$ cat config.mk
export PLATFORM = sky130hd
export DESIGN_NAME = irq_entry_seq
export DESIGN_NICKNAME = d
export VERILOG_FILES = /design/src/rtl/irq_seq_pkg.sv /design/src/rtl/irq_accept_gate.sv /design/src/rtl/irq_push_mux.sv /design/src/rtl/irq_entry_seq.sv
export SDC_FILE = /design/constraint.sdc
export NUM_CORES = 1
export LEC_CHECK = 0
export BUFFER_PORTS_ARGS = -buffer_cell sky130_fd_sc_hd__buf_4
export CORE_AREA = 2 2 82 84
export DETAILED_ROUTE_END_ITERATION = 10
export DIE_AREA = 0 0 84 86
export PLACE_DENSITY_LB_ADDON = 0.15
export SKIP_LAST_GASP = 1
export SLEW_MARGIN = 15
export SYNTH_ARGS = -nofsm -noshare
export SYNTH_HDL_FRONTEND = slang
export SYNTH_HIERARCHICAL = 1
export SYNTH_SLANG_ARGS = --single-unit
$ cat constraint.sdc
create_clock -name clk -period 3.15 [get_ports clk]
set_clock_uncertainty 0.2 [all_clocks]
set_input_delay 0.1575 -clock clk [delete_from_list [all_inputs] [get_ports clk]]
set_output_delay 0.1575 -clock clk [all_outputs]
set_load 0.03 [all_outputs]
$ cat src/rtl/irq_seq_pkg.sv
package irq_seq_pkg;
    localparam int unsigned DATA_W = 8;
    localparam int unsigned ADDR_W = 16;

    // status bit positions that the entry logic depends on
    localparam int unsigned MASK_BIT  = 2;
    localparam int unsigned BRK_BIT   = 4;
    localparam int unsigned ONE_BIT   = 5;

    localparam int unsigned ENTRY_CYCLES = 7;

    typedef enum logic [2:0] {
        ST_RUN,
        ST_IDLE1,
        ST_IDLE2,
        ST_PUSH_HI,
        ST_PUSH_LO,
        ST_PUSH_P,
        ST_VEC_LO,
        ST_VEC_HI
    } seq_state_e;

    typedef struct packed {
        seq_state_e          state;
        logic [ADDR_W-1:0]   pc;
        logic [DATA_W-1:0]   sp;
        logic [DATA_W-1:0]   status;
        logic [DATA_W-1:0]   vec_lo;
        logic                fetch;
    } seq_regs_t;
endpackage

$ cat src/rtl/irq_accept_gate.sv
module irq_accept_gate
    import irq_seq_pkg::*;
(
    input  logic              irq_req,
    input  logic              instr_done,
    input  logic              busy,
    input  logic              flag_we,
    input  logic [DATA_W-1:0] flag_wdata,
    input  logic [DATA_W-1:0] status_q,
    output logic              take,
    output logic              plain_boundary
);
    logic boundary;
    logic mask_eff;

    always_comb begin
        boundary       = instr_done && !busy;
        mask_eff       = flag_we ? flag_wdata[MASK_BIT] : status_q[MASK_BIT];
        take           = boundary && irq_req && !mask_eff;
        plain_boundary = boundary && !take;
    end
endmodule

$ cat src/rtl/irq_push_mux.sv
module irq_push_mux
    import irq_seq_pkg::*;
(
    input  seq_state_e        state,
    input  logic [ADDR_W-1:0] pc,
    input  logic [DATA_W-1:0] status,
    output logic              push_en,
    output logic [DATA_W-1:0] push_data
);
    logic [DATA_W-1:0] image;

    for (genvar b = 0; b < DATA_W; b++) begin : g_img
        if (b == BRK_BIT) begin : g_brk
            assign image[b] = 1'b0;
        end else if (b == ONE_BIT) begin : g_one
            assign image[b] = 1'b1;
        end else begin : g_copy
            assign image[b] = status[b];
        end
    end

    always_comb begin
        push_en   = 1'b0;
        push_data = '0;
        unique case (state)
            ST_PUSH_HI: begin push_en = 1'b1; push_data = pc[ADDR_W-1:DATA_W]; end
            ST_PUSH_LO: begin push_en = 1'b1; push_data = pc[DATA_W-1:0];      end
            ST_PUSH_P:  begin push_en = 1'b1; push_data = image;               end
            default:    begin push_en = 1'b0; push_data = '0;                  end
        endcase
    end
endmodule

$ cat src/rtl/irq_entry_seq.sv
module irq_entry_seq
    import irq_seq_pkg::*;
#(
    parameter logic [15:0] PC_RESET   = 16'h8000,
    parameter logic [7:0]  SP_RESET   = 8'hFD,
    parameter logic [7:0]  STACK_PAGE = 8'h01,
    parameter logic [15:0] VEC_ADDR   = 16'hFFFE,
    parameter logic [7:0]  STAT_RESET = 8'h24
)(
    input  logic        clk,
    input  logic        rst_n,
    input  logic        irq_req,
    input  logic        instr_done,
    input  logic        flag_we,
    input  logic [7:0]  flag_wdata,
    input  logic        pc_we,
    input  logic [15:0] pc_wdata,
    input  logic        sp_we,
    input  logic [7:0]  sp_wdata,
    input  logic [7:0]  mem_rdata,
    output logic [15:0] mem_addr,
    output logic [7:0]  mem_wdata,
    output logic        mem_we,
    output logic        mem_re,
    output logic [15:0] pc_o,
    output logic [7:0]  sp_o,
    output logic [7:0]  status_o,
    output logic        fetch_o,
    output logic        entry_busy_o
);
    localparam logic [15:0] VEC_ADDR_HI = VEC_ADDR + 16'd1;

    seq_regs_t r_q, r_d;

    logic              busy;
    logic              take;
    logic              plain_boundary;
    logic              push_en;
    logic [DATA_W-1:0] push_data;

    assign busy = (r_q.state != ST_RUN);

    irq_accept_gate u_gate (
        .irq_req        (irq_req),
        .instr_done     (instr_done),
        .busy           (busy),
        .flag_we        (flag_we),
        .flag_wdata     (flag_wdata),
        .status_q       (r_q.status),
        .take           (take),
        .plain_boundary (plain_boundary)
    );

    irq_push_mux u_push (
        .state     (r_q.state),
        .pc        (r_q.pc),
        .status    (r_q.status),
        .push_en   (push_en),
        .push_data (push_data)
    );

    always_comb begin
        r_d       = r_q;
        r_d.fetch = 1'b0;
        mem_addr  = '0;
        mem_wdata = '0;
        mem_we    = 1'b0;
        mem_re    = 1'b0;

        if (push_en) begin
            mem_we    = 1'b1;
            mem_addr  = {STACK_PAGE, r_q.sp};
            mem_wdata = push_data;
            r_d.sp    = r_q.sp - 8'd1;
        end

        unique case (r_q.state)
            ST_RUN: begin
                if (flag_we) r_d.status = flag_wdata;
                if (pc_we)   r_d.pc     = pc_wdata;
                if (sp_we)   r_d.sp     = sp_wdata;
                if (take)
                    r_d.state = ST_IDLE1;
                else if (plain_boundary)
                    r_d.fetch = 1'b1;
            end
            ST_IDLE1:   r_d.state = ST_IDLE2;
            ST_IDLE2:   r_d.state = ST_PUSH_HI;
            ST_PUSH_HI: r_d.state = ST_PUSH_LO;
            ST_PUSH_LO: r_d.state = ST_PUSH_P;
            ST_PUSH_P: begin
                r_d.status[MASK_BIT] = 1'b1;
                r_d.state            = ST_VEC_LO;
            end
            ST_VEC_LO: begin
                mem_re     = 1'b1;
                mem_addr   = VEC_ADDR;
                r_d.vec_lo = mem_rdata;
                r_d.state  = ST_VEC_HI;
            end
            ST_VEC_HI: begin
                mem_re    = 1'b1;
                mem_addr  = VEC_ADDR_HI;
                r_d.pc    = {mem_rdata, r_q.vec_lo};
                r_d.fetch = 1'b1;
                r_d.state = ST_RUN;
            end
            default: r_d.state = ST_RUN;
        endcase
    end

    always_ff @(posedge clk) begin
        if (!rst_n) begin
            r_q.state  <= ST_RUN;
            r_q.pc     <= PC_RESET;
            r_q.sp     <= SP_RESET;
            r_q.status <= STAT_RESET;
            r_q.vec_lo <= '0;
            r_q.fetch  <= 1'b0;
        end else begin
            r_q <= r_d;
        end
    end

    assign pc_o         = r_q.pc;
    assign sp_o         = r_q.sp;
    assign status_o     = r_q.status;
    assign fetch_o      = r_q.fetch;
    assign entry_busy_o = busy;
endmodule

* Word level (Yosys, flattened, before mapping)
Index checks and enable logic that the tools add are counted.
** Storage, ports and cells
- Register bits after elaboration :: 44
- Output and inout bits :: 60
** Cells by class
- Add/sub/neg operators :: 1
- Equal/unequal tests :: 10
- Muxes and demuxes :: 20
- Reductions and logical operators :: 16
** Operator list (count)
- case mux 16 bit (2 select lines) :: 2
- 2-to-1 mux 8 bit :: 4
- case mux 3 bit (8 select lines) :: 1
- case mux 8 bit (3 select lines) :: 1
- 2-to-1 mux 16 bit :: 1
- 2-to-1 mux 13 bit :: 1
- equality test 3 bit (second input constant) :: 4
- 2-to-1 mux 9 bit :: 1
- subtractor 8 x 1 -> 8 bit (second input constant) :: 1
- equality test 3 x 2 -> 1 bit (second input constant) :: 2
- 2-to-1 mux 1 bit :: 6
- inequality test 2 bit (second input constant) :: 3
- AND reduction 2 bit :: 3
- logical AND 1 bit :: 4
- case mux 1 bit (2 select lines) :: 2
- nonzero test 2 bit :: 2
- equality test 3 x 1 -> 1 bit (second input constant) :: 1
- zero test 1 bit :: 3
- zero test 3 bit :: 1
- 2-to-1 mux 3 bit :: 1
- nonzero test 3 bit :: 1
- OR reduction 3 bit :: 1
- OR reduction 2 bit :: 1

* Depth between registers and ports, before layout
- Word-level depth :: 10
- Depth in mapped cells :: 8
- Mapped depth without buffers :: 7

* By module
The synthesis kept the hierarchy.
** Modules (own cells, without submodules)
- irq_entry_seq :: times used 1, cells an instance 312, area each 2529.9 um^2
- irq_push_mux :: times used 1, cells an instance 22, area each 197.7 um^2
- irq_accept_gate :: times used 1, cells an instance 4, area each 31.3 um^2

* Least setup slack after synthesis
Ideal clock, no wire load.
- Path type :: register to register
- Start :: reg, netlist name r_q[41]
- End :: reg r_q, in the netlist sp_o[7]
- Library setup time :: 78 ps
- Arrival :: 1972 ps
- Data required time :: 2872 ps
- Path slack :: 900 ps
- Stages on the path, launching flop included :: 9
- Path buffers :: 3
- Cells stage by stage :: dfxtp_1 buf_6 and3b_1 buf_6 nand2b_4 or4b_1 buf_2 o2111a_1 nor3_1
** On the way
- Word-level cells in the longest chain between the ends :: 6
** RTL lines
- equality test 3 x 2 -> 1 bit / equality test 3 bit (equally long branches) :: line irq_push_mux.sv:25 : unique case (state)
- OR reduction 3 bit (no line)
- 2-to-1 mux 1 bit :: line irq_push_mux.sv:25
- 2-to-1 mux 8 bit :: line irq_entry_seq.sv:70 : if (push_en) begin
- 2-to-1 mux 8 bit :: line irq_entry_seq.sv:81 : if (sp_we) r_d.sp = sp_wdata;
- 2-to-1 mux 13 bit * :: line irq_entry_seq.sv:77 : unique case (r_q.state)
- to (signal assigned) :: line irq_entry_seq.sv:121 : r_q <= r_d;
- to (decl) :: line irq_entry_seq.sv:33 : seq_regs_t r_q, r_d;
Mark *: on every way between the ends. The rest lies on a longest branch, timed or not.
A chain may end at the register's enable or synchronous reset.

* Final worst setup path
- Start :: reg, netlist name r_q[41]
- End :: reg, netlist name status_o[2]
** On the way
- Word-level cells in the longest chain between the ends :: 3
** RTL lines (line)
- equality test 3 bit / zero test 3 bit (equally long branches) :: irq_entry_seq.sv:77
- nonzero test 2 bit (no line) / inequality test 2 bit (equally long branches)
- AND reduction 2 bit (no line)
Parallel ways exist; a longest one is shown, timed or not.

==> summary.txt <==
Clock tree
  • H-Tree Depth: 2
  • Clk Latency, worst-skew pair: approximately 0.29 ns
  • TritonCTS clock tree: yes
  • Total CTS buffers: 5
  • Root buffer cell: clkbuf_8
  • Clk sinks: 44
  • Clock transition at path regs: about 0.090 ns
  • Post-CTS Setup Bufs: 0
  • Clk buf depth: 2

Finish
  • Filler cells: slightly above 600
  • # diodes: 0
  • FF+latch area: 881 sq um
  • Area delta synth->final: 38.3%
  • Finished Core Util: around 60%
  • Layout Nets: between 400 and 500
  • Final Instance Area: ~0.0038 sq mm
  • Layout cell share with drive strength beyond 1: 30.4%
  • Multi-input logic area: 0.00142 sq mm

STA
  • Final Max Tran Viols: 0
  • Hold Violations, Final: 0
  • Post-route setup TNS: 0 ns
  • F_max: around 380 MHz
  • Slew headroom: 48.0%
  • Crit path time final: around 2.7 ns
  • Crit share post-route: 84.1%
  • RSZ-0062 raised after global routing: false
  • Setup-failing EPs final: 0
  • Worst Tran Pin Value: just under 0.8 ns

Power and ir drop
  • Peak supply drop: between 0.3 and 0.4 mV
  • Static Leak: 0.00174 uW
  • Cell area power density: slightly above 600 mW/mm^2

Synth
  • Unique masters post-synth: 45
  • Post-Syn Instances: roughly 340
  • Sequential fraction of the synthesis area: between 30% and 40%
  • Flops & latches, synth: 44
  • Synthesis warning total: 6
  • Post-synth EDFFs: 0
  • Syn avg cell area: just over 8 sq um
  • Mapped Nets: 391
  • Primary FF master, synth: dfxtp_1
  • Asr flop ratio synth: 0%
  • Synth Cell Area: between 0.002 and 0.003 sq mm

Setup path
  • Worst Setup End Kind: register
  • WP data required: around 3.1 ns
  • Crit-path max FO: 9
  • Crit path DAT: 2.64 ns
  • CP Launch Type: register
  • Critical path class: register to register

GRT
  • Met1 usage: between 20 and 30%
  • Grt ovf: 0
  • Global-route wire length before repair: between 10 and 15 mm
  • Met3 Use GR: about 3.3%
  • Initial antenna violation count: 0
  • Total Routing Usage GR: about a fifth
  • Largest net degree at the start of global routing: 34
  • Gr busiest metal: met2
  • GR Util met2: roughly a third
  • Vias in the first global route: approximately 2500

Outcome
  • Outcome: finished clean

Route
  • DR pass1 iterations: 4
  • Avg Vias per Cell: 5.17
  • Routed Antenna Nets: 0
  • Via Count: about 2700
  • Total Routed Length: between 7 and 8 mm
  • Starting DRT DRC Count: 124
  • Drt wl/cell: approximately 15 um
  • DRC: 0

Placed design
  • Port buffer count: ~110
  • RePlAce Congestion: between 0.8 and 0.9
  • Placed instance area: roughly 0.0033 sq mm
  • Hpwl dp: 5.26 mm

Floorplan
  • Die X: 84 um
  • Die area: 0.00722 sq mm
  • # IOs: about 110
  • Die H: roughly 86 um
  • Core box area: between 0.006 and 0.007 sq mm
  • Row cnt: 29
  • Initial Util: between 40 and 50%

Min path
  • Worst hold path class: input pin to register

Run
  • Max Cap Violations: 0
==> cell families after synthesis <==
family / count (synthesis) / synth area share (%)
and+or+nand+nor: 145 / 26.1
buffers and inverters: 74 / 16.5
AOI/OAI and AO/OA: 51 / 16.3
DFF: 44 / 31.9
muxes: 16 / 5.80
adders and majority gates: 6 / 2.72
xor gates and xnor gates: 2 / 0.635
==> report_power, final <==
group | switching (uW) | internal, uW | leakage (uW)
clock | 202 | 179 | 0.0000445
sequential | 116 | 667 | 0.000362
combinational | 667 | 497 | 0.00134
total | 986 | 1340 | 0.00174
==> placed cells by master, fill, tap and decap left out, types with 2 or more instances in the layout <==
master,count
nand3_1,10
o22a_1,2
nand3b_1,2
nor4_1,2
a21oi_1,14
and2_1,10
clkbuf_8,6
buf_4,113
nand2_1,62
mux2i_1,16
a311oi_1,5
dlygate4sd3_1,44
and3b_1,6
o2bb2ai_1,8
nand2b_1,6
nor3_1,25
dfxtp_1,44
nor2_1,11
inv_1,9
o2111a_1,2
ha_1,6
o21ai_0,2
a311oi_2,10
==> worst max-delay path: stages, from the launching register on <==
cell and delay, ns:
dfxtp_1 0.51, inv_1 0.11, ha_1 0.32, nand3b_1 0.50
mux2i_1 0.26, nand3_1 0.08, dlygate4sd3_1 0.56
==> area by class of cell <==
type | count | share of cell area [%]
clock buffer | 7 | 2.26
sequential | 44 | 23.1
tap | 77 | 2.52
inverter | 9 | 0.885
timing repair buffer | 157 | 33.8
clock inverter | 1 | 0.197
multi-input combinational | 220 | 37.3
==> Yosys cell counts, types with 3 or more instances <==
master / n / share of area [%]
o2bb2ai_1: 8 / 2.5
and3b_1: 6 / 1.9
mux2i_1: 16 / 5.8
nand3_1: 10 / 1.8
clkbuf_1: 16 / 2.2
a21oi_1: 14 / 2.5
a311oi_2: 10 / 5.4
a311oi_1: 5 / 1.6
dfxtp_1: 44 / 32
nand2_1: 62 / 8.4
nor3_1: 25 / 4.5
inv_1: 9 / 1.2
buf_2: 7 / 1.3
buf_6: 3 / 1.2
nand2b_1: 6 / 1.4
and2_1: 10 / 2.3
buf_4: 39 / 11
ha_1: 6 / 2.7
nor2_1: 11 / 1.5
==> repair_timing <==
action | in CTS | in global routing
gates resized for setup | 0 | 0
hold buffers | 44 | 0
endpoints found under the hold margin | 41 | 0
==> routing by layer <==
layer | part of all wire [%] | vias to the layer above | wire [um]
met5 | 0 | - | 0
met2 | 47 | 97 | 3640
met1 | 47 | 1232 | 3660
li1 | - | 1330 | -
met4 | 0.71 | 0 | 55
met3 | 5.1 | 4 | 391
==> registers in the layout, summed over array words and instances, names as in the netlist <==
signal and count:
pc_o 16, r_q 11, sp_o 8, status_o 8
fetch_o 1
==> per-stage QoR <==
step                      worst slack [ns]  hold slack (ns)  cells  power, uW
after detailed placement             0.805            0.178    463       1900
after CTS                            0.491           0.0187    515       2330
after floorplan                      0.900           0.0817    338       1680
after global routing                 0.285           0.0297    515       2460
final                                0.499           0.0187    515       2330
after global placement               0.872            0.172    463       1890
==> worst paths after layout <==
kind	cells past startpoint	start	endpoint	slack, ns
worst max-delay path	6	r_q[41]	status_o[2]	0.50
worst min-delay path	3	sp_wdata[6]	sp_o[6]	0.02
worst max register to register	6	r_q[41]	status_o[2]	0.50
worst min register to register	2	r_q[1]	r_q[1]	0.26
(Power assumes the default switching activity.)
